`src/rtl/pswallow_pkg.sv`:
```
package pswallow_pkg;
  localparam int DEF_A_W   = 5;
  localparam int DEF_B_W   = 12;
  localparam int DEF_BASE  = 64;
  localparam int DEF_EXTRA = 2;
  localparam int DEF_B_MIN = 3;
endpackage

```
`src/rtl/pswallow_word_reg.sv`:
```
module pswallow_word_reg #(
  parameter int A_W   = 5,
  parameter int B_W   = 12,
  parameter int B_MIN = 3
) (
  input  logic           clk,
  input  logic           rst,
  input  logic           en,
  input  logic           load,
  input  logic [A_W+B_W-1:0] word_in,
  input  logic           boundary,
  output logic [A_W-1:0] act_a,
  output logic [B_W-1:0] act_b,
  output logic           word_err
);
  localparam int W = A_W + B_W;
  localparam logic [B_W-1:0] B_LOW = B_W'(B_MIN);

  logic [W-1:0] pend_q;
  logic         pend_v;
  logic [A_W-1:0] in_a;
  logic [B_W-1:0] in_b;
  logic           in_ok;

  assign in_a  = word_in[A_W-1:0];
  assign in_b  = word_in[W-1:A_W];
  assign in_ok = (in_b >= B_LOW) && ({{(B_W-A_W){1'b0}}, in_a} <= in_b);

  always_ff @(posedge clk) begin
    if (rst) begin
      pend_q   <= '0;
      pend_v   <= 1'b0;
      act_a    <= '0;
      act_b    <= B_LOW;
      word_err <= 1'b0;
    end else begin
      if ((boundary || !en) && pend_v) begin
        act_a  <= pend_q[A_W-1:0];
        act_b  <= pend_q[W-1:A_W];
        pend_v <= 1'b0;
      end
      if (load) begin
        word_err <= !in_ok;
        if (in_ok) begin
          pend_q <= word_in;
          pend_v <= 1'b1;
        end
      end
    end
  end

  // the active word only moves at a period boundary or in standby
  p_act_hold_r4: assert property (@(posedge clk) disable iff (rst)
    (en && !boundary) |=> ($stable(act_a) && $stable(act_b)));

  // a rejected word leaves the pending word untouched
  p_reject_keep_r5: assert property (@(posedge clk) disable iff (rst)
    (load && !in_ok) |=> $stable(pend_q));

  // the error flag only changes on a load
  p_err_hold_r5: assert property (@(posedge clk) disable iff (rst)
    !load |=> $stable(word_err));

  // the applied ratio always satisfies the counting rules
  p_act_legal_r3: assert property (@(posedge clk) disable iff (rst)
    (act_b >= B_LOW) && ({{(B_W-A_W){1'b0}}, act_a} <= act_b));
endmodule

```
`src/rtl/pswallow_prescaler.sv`:
```
module pswallow_prescaler #(
  parameter int BASE  = 64,
  parameter int EXTRA = 2
) (
  input  logic clk,
  input  logic rst,
  input  logic en,
  input  logic ext_mod,
  output logic tc
);
  localparam int PW = $clog2(BASE + EXTRA);
  localparam logic [PW-1:0] LAST_LO = PW'(BASE - 1);
  localparam logic [PW-1:0] LAST_HI = PW'(BASE + EXTRA - 1);

  logic [PW-1:0] pc;
  logic [PW-1:0] last;

  generate
    if (EXTRA > 0) begin : g_dual
      assign last = ext_mod ? LAST_HI : LAST_LO;
    end else begin : g_single
      assign last = LAST_LO;
    end
  endgenerate

  assign tc = (pc == last);

  always_ff @(posedge clk) begin
    if (rst || !en) begin
      pc <= '0;
    end else if (tc) begin
      pc <= '0;
    end else begin
      pc <= pc + 1'b1;
    end
  end

  // a base-modulus cycle never counts beyond BASE-1
  p_pc_range_r2: assert property (@(posedge clk) disable iff (rst)
    !ext_mod |-> (pc <= LAST_LO));
endmodule

```
`src/rtl/pswallow_counter.sv`:
```
module pswallow_counter #(
  parameter int A_W = 5,
  parameter int B_W = 12
) (
  input  logic           clk,
  input  logic           rst,
  input  logic           en,
  input  logic           tc,
  input  logic [A_W-1:0] act_a,
  input  logic [B_W-1:0] act_b,
  output logic           ext_mod,
  output logic           period_end
);
  localparam logic [B_W-1:0] ONE_B = B_W'(1);

  logic [B_W-1:0] cnt;

  assign ext_mod    = (cnt < {{(B_W-A_W){1'b0}}, act_a});
  assign period_end = tc && (cnt == act_b - ONE_B);

  always_ff @(posedge clk) begin
    if (rst || !en) begin
      cnt <= '0;
    end else if (tc) begin
      cnt <= period_end ? '0 : cnt + ONE_B;
    end
  end

  // the modulus choice holds for a whole prescaler cycle
  p_mod_stable_r2: assert property (@(posedge clk) disable iff (rst)
    (en && !tc) |=> $stable(ext_mod));

  // the main count stays inside the active period
  p_cnt_range_r1: assert property (@(posedge clk) disable iff (rst)
    cnt < act_b);
endmodule

```
`src/rtl/pswallow_div.sv`:
```
module pswallow_div
  import pswallow_pkg::*;
#(
  parameter int A_W   = DEF_A_W,
  parameter int B_W   = DEF_B_W,
  parameter int BASE  = DEF_BASE,
  parameter int EXTRA = DEF_EXTRA,
  parameter int B_MIN = DEF_B_MIN
) (
  input  logic                 clk,
  input  logic                 rst,
  input  logic                 en,
  input  logic                 load,
  input  logic [A_W+B_W-1:0]   word,
  output logic                 div_out,
  output logic                 word_err
);
  logic [A_W-1:0] act_a;
  logic [B_W-1:0] act_b;
  logic           ext_mod;
  logic           tc;
  logic           period_end;

  pswallow_word_reg #(.A_W(A_W), .B_W(B_W), .B_MIN(B_MIN)) u_word (
    .clk(clk), .rst(rst), .en(en), .load(load), .word_in(word),
    .boundary(period_end), .act_a(act_a), .act_b(act_b), .word_err(word_err)
  );

  pswallow_prescaler #(.BASE(BASE), .EXTRA(EXTRA)) u_pre (
    .clk(clk), .rst(rst), .en(en), .ext_mod(ext_mod), .tc(tc)
  );

  pswallow_counter #(.A_W(A_W), .B_W(B_W)) u_cnt (
    .clk(clk), .rst(rst), .en(en), .tc(tc), .act_a(act_a), .act_b(act_b),
    .ext_mod(ext_mod), .period_end(period_end)
  );

  always_ff @(posedge clk) begin
    if (rst) begin
      div_out <= 1'b0;
    end else begin
      div_out <= en && period_end;
    end
  end

  // the output pulse lasts a single cycle
  p_one_cycle_r1: assert property (@(posedge clk) disable iff (rst)
    div_out |=> !div_out);

  // standby keeps the output low
  p_standby_low_r6: assert property (@(posedge clk) disable iff (rst)
    !en |=> !div_out);
endmodule

```
`config.mk`:
```
export PLATFORM = sky130hd
export DESIGN_NAME = pswallow_div
export DESIGN_NICKNAME = d
export VERILOG_FILES = /design/src/rtl/pswallow_pkg.sv /design/src/rtl/pswallow_word_reg.sv /design/src/rtl/pswallow_prescaler.sv /design/src/rtl/pswallow_counter.sv /design/src/rtl/pswallow_div.sv
export SDC_FILE = /design/constraint.sdc
export NUM_CORES = 1
export LEC_CHECK = 0
export BUFFER_PORTS_ARGS = -buffer_cell sky130_fd_sc_hd__buf_2
export CAP_MARGIN = 20
export CORE_MARGIN = 2
export CORE_UTILIZATION = 50
export CTS_CLUSTER_SIZE = 40
export DETAILED_ROUTE_END_ITERATION = 7
export GPL_ROUTABILITY_DRIVEN = 0
export HOLD_SLACK_MARGIN = 0.15
export PLACE_DENSITY = 0.75
export SLEW_MARGIN = 20
export SYNTH_ARGS = -nofsm -noshare
export SYNTH_HDL_FRONTEND = slang
export SYNTH_SLANG_ARGS = --single-unit
```
`constraint.sdc`:
```
create_clock -name clk -period 4.5 [get_ports clk]
set_input_delay 0.225 -clock clk [delete_from_list [all_inputs] [get_ports clk]]
set_output_delay 0.225 -clock clk [all_outputs]
set_load 0.05 [all_outputs]
```
==> results.toml <==
[sta]
fin_skew_ns = 0.01487
setup_violations = 0
grt_setup_unrepaired = "false"
slew_viol_final = 0
fin_crit_sh_pct = 64.69
whs_ns = 0.1583
fin_crit_ns = 2.911
maxSlewHeadroom_pct = 50.31
max_freq_mhz = 343.5
setup_ws_ns = 1.589
tns_ns = 0
finalHoldViolations = 0
tightest_slew_ns = 0.7453

[synth]
synth_top_family_by_area = "simple AND/OR/NAND/NOR gates"
synth_compound_area_share_pct = 10.08
syn_area_mm2 = 0.003154
synth.distinct_cells = 57
synth.largest_area_cell = "dfxtp_1"
synth_top_flop_cell = "dfxtp_1"
synth_common_cells = "dfxtp_1 (56), nor2_1 (38), mux2i_1 (35), nand2b_1 (31), nand2_1 (24)"
muxShareOfSynthArea_pct = 11.46
ys_seq_area_share_pct = 35.54
syn_area_per_cell_um2 = 8.666
netlist_instances = 364
ys_warn_count = 0
yosys.area_share.simple_pct = 28.36
synthAdderAreaFrac_pct = 4.760
synthMostInstantiatedCell = "dfxtp_1"
ys_async_sr_fraction_pct = 0
synth-edff-count = 0
synth_area_leaders = "dfxtp_1 (36%), mux2i_1 (11%), nand2b_1 (6.1%)"
synth_nets = 397
synth_top_area_share_pct = 35.54
synth-seq-cells = 56
synth-xor-area-share_pct = 4.443

[floorplanning]
fp-row-count = 28
ios = 23
die_y_um = 83.43
die_x_um = 83.43
core-area_mm2 = 0.006026
start_util_pct = 52.35
dieArea_mm2 = 0.006960

[place]
placed_area_mm2 = 0.003253
place_hpwl_um = 4233
post-place-ws_ns = 1.630
port_buffers = 22

[finish]
syn2layout_area_growth_pct = 6.743
fin_nets = 406
final_cell_area_mm2 = 0.003367
diodes = 0
layout-drive-gt1-share_pct = 10.96

[setup_path]
crit_chain = "inv_1 -> ha_1 -> o21ba_1 -> a221oi_1 -> a41oi_1 -> nor4b_2 -> nand3_1 -> o211ai_1 -> a21oi_1"
cpPeakStageDelay_ns = 0.52
arrival_ns = 3.10
path_max_fanout = 17
cp_top_family = "compound AO/OA/AOI/OAI gates"
required_ns = 4.68
crit_path_top_delay_cell = "nand3_1"
crit_path_end_kind = "register"
setup.worst_path.class = "reg -> reg"
crit_buf_inv = 1
cp-start-kind = "register"

[clock_network]
cts_sinks = 56
root_buffer = "clkbuf_8"
h-tree-depth = 2
cts_tree = "yes"
postCtsSetupRepairBufs = 0
cts_buffer_depth = 2
clk_latency_ns = 0.32
cts_buffers = 5
clk_pin_slew_ns = 0.10

[drt]
drc = 0
routedWlPerCell_um = 13.30
first_pass_iters = 4
routed_wl_um = 5970
viasPerCell = 5.630
vias = 2528
drtAntennaViolNets = 0
drt_iter0_drc = 122

[run_status]
status = "finished clean"

[global_route]
use_met3_pct = 2.982
use_met1_pct = 23.86
grt_first_pass_wirelength_um = 10740
grt.met2_usage_pct = 30.06
grt_usage_pct = 18.40
grt_max_degree = 56
grt_overflow = 0
grt_pass1_vias = 2396
antenna_found_initial = 0
top_usage_layer = "met2"

[pwr]
vdd_ir_drop_max_mv = 0.1854
power.leakage_nw = 1.399
p_per_area_mw_per_mm2 = 277.9
power_w = 0.0009355

[job]
drv_cap = 0

[hold_path]
hp-class = "in -> reg"
[state kept, by name, indices dropped and copies added (netlist names)]
register / flops
div_out: 1
u_cnt.cnt: 12
u_pre.pc: 7
u_word.act_a: 5
u_word.act_b: 12
u_word.pend_q: 17
u_word.pend_v: 1
u_word.word_err: 1
[worst min-delay path, cell delays in order]
cell and delay (ns):
buf_2 0.09, mux2i_1 0.06, nor2_1 0.07
[report_power, final]
part,leakage (nW),total (W),internal [W],switching [W]
Sequential,0.457,0.000529,0.000514,0.0000147
Combinational,0.897,0.000127,0.0000570,0.0000698
Clock,0.0456,0.000280,0.000111,0.000168
Total,1.40,0.000936,0.000683,0.000253
[layout make-up]
type	count	area, um^2
fillers	558	2659
multi-input cells	270	1876
flip-flops and latches	56	1121
repair buffers	24	130.1
well taps	75	93.84
clock buffers	6	72.57
inverters	16	60.06
clock inverters	2	13.76
[metrics by stage]
stage,utilization (%),std cells
2_1_floorplan,-,364
3_3_place_gp,53.99,439
4_1_cts,55.75,449
5_1_grt,55.88,449
3_5_place_dp,53.99,439
6_report,55.88,449
[per-layer routing]
layer  wire length, um  share of wire [%]
met1              2939                 49
met2              2699                 45
met5                 0                  0
met3               197                3.3
met4               133                2.2
[placed cells by master (no fill, tap or decap), drive strengths merged, types with 3 or more instances in the layout]
cell	netlist	layout
mux2i	35	35
nor4	3	3
nand4	11	11
a31oi	11	11
a21oi	8	8
nand2	24	24
xnor2	9	9
inv	16	17
o21ai	5	5
nor2	38	38
nor2b	4	4
ha	12	12
xor2	7	7
nand2b	31	31
dfxtp	56	56
and3	4	4
nand3	20	20
nor3	11	11
buf	7	22
clkbuf	15	6
or4	5	5
[worst paths after layout]
| kind | start | endpoint | slack [ns] | cells after the start |
|---|---|---|---|---|
| max | u_word.act_b[0]$_SDFFE_PP1P_ | u_word.pend_v$_SDFF_PP0_ | 1.59 | 9 |
| min | word[10] | u_word.pend_q[10]$_SDFFE_PP0P_ | 0.16 | 3 |
| max reg2reg | u_word.act_b[0]$_SDFFE_PP1P_ | u_word.pend_v$_SDFF_PP0_ | 1.59 | 9 |
| min reg2reg | u_word.pend_q[8]$_SDFFE_PP0P_ | u_word.act_b[3]$_SDFFE_PP0P_ | 0.48 | 2 |
[cells by family after synthesis]
logic type               count (synthesis)
XOR/XNOR                                16
adder cells (fa/ha/maj)                 12
multiplexers                            36
AO/OA/AOI/OAI                           41
buffers and inverters                   38
AND/OR/NAND/NOR                        165
flip-flops                              56
[what timing repair did]
action                                 in CTS  in global routing
hold buffers                                2                  0
endpoints found under the hold margin       2                  0
gates resized for setup                     0                  0
Power figures use the tool's default switching activity.
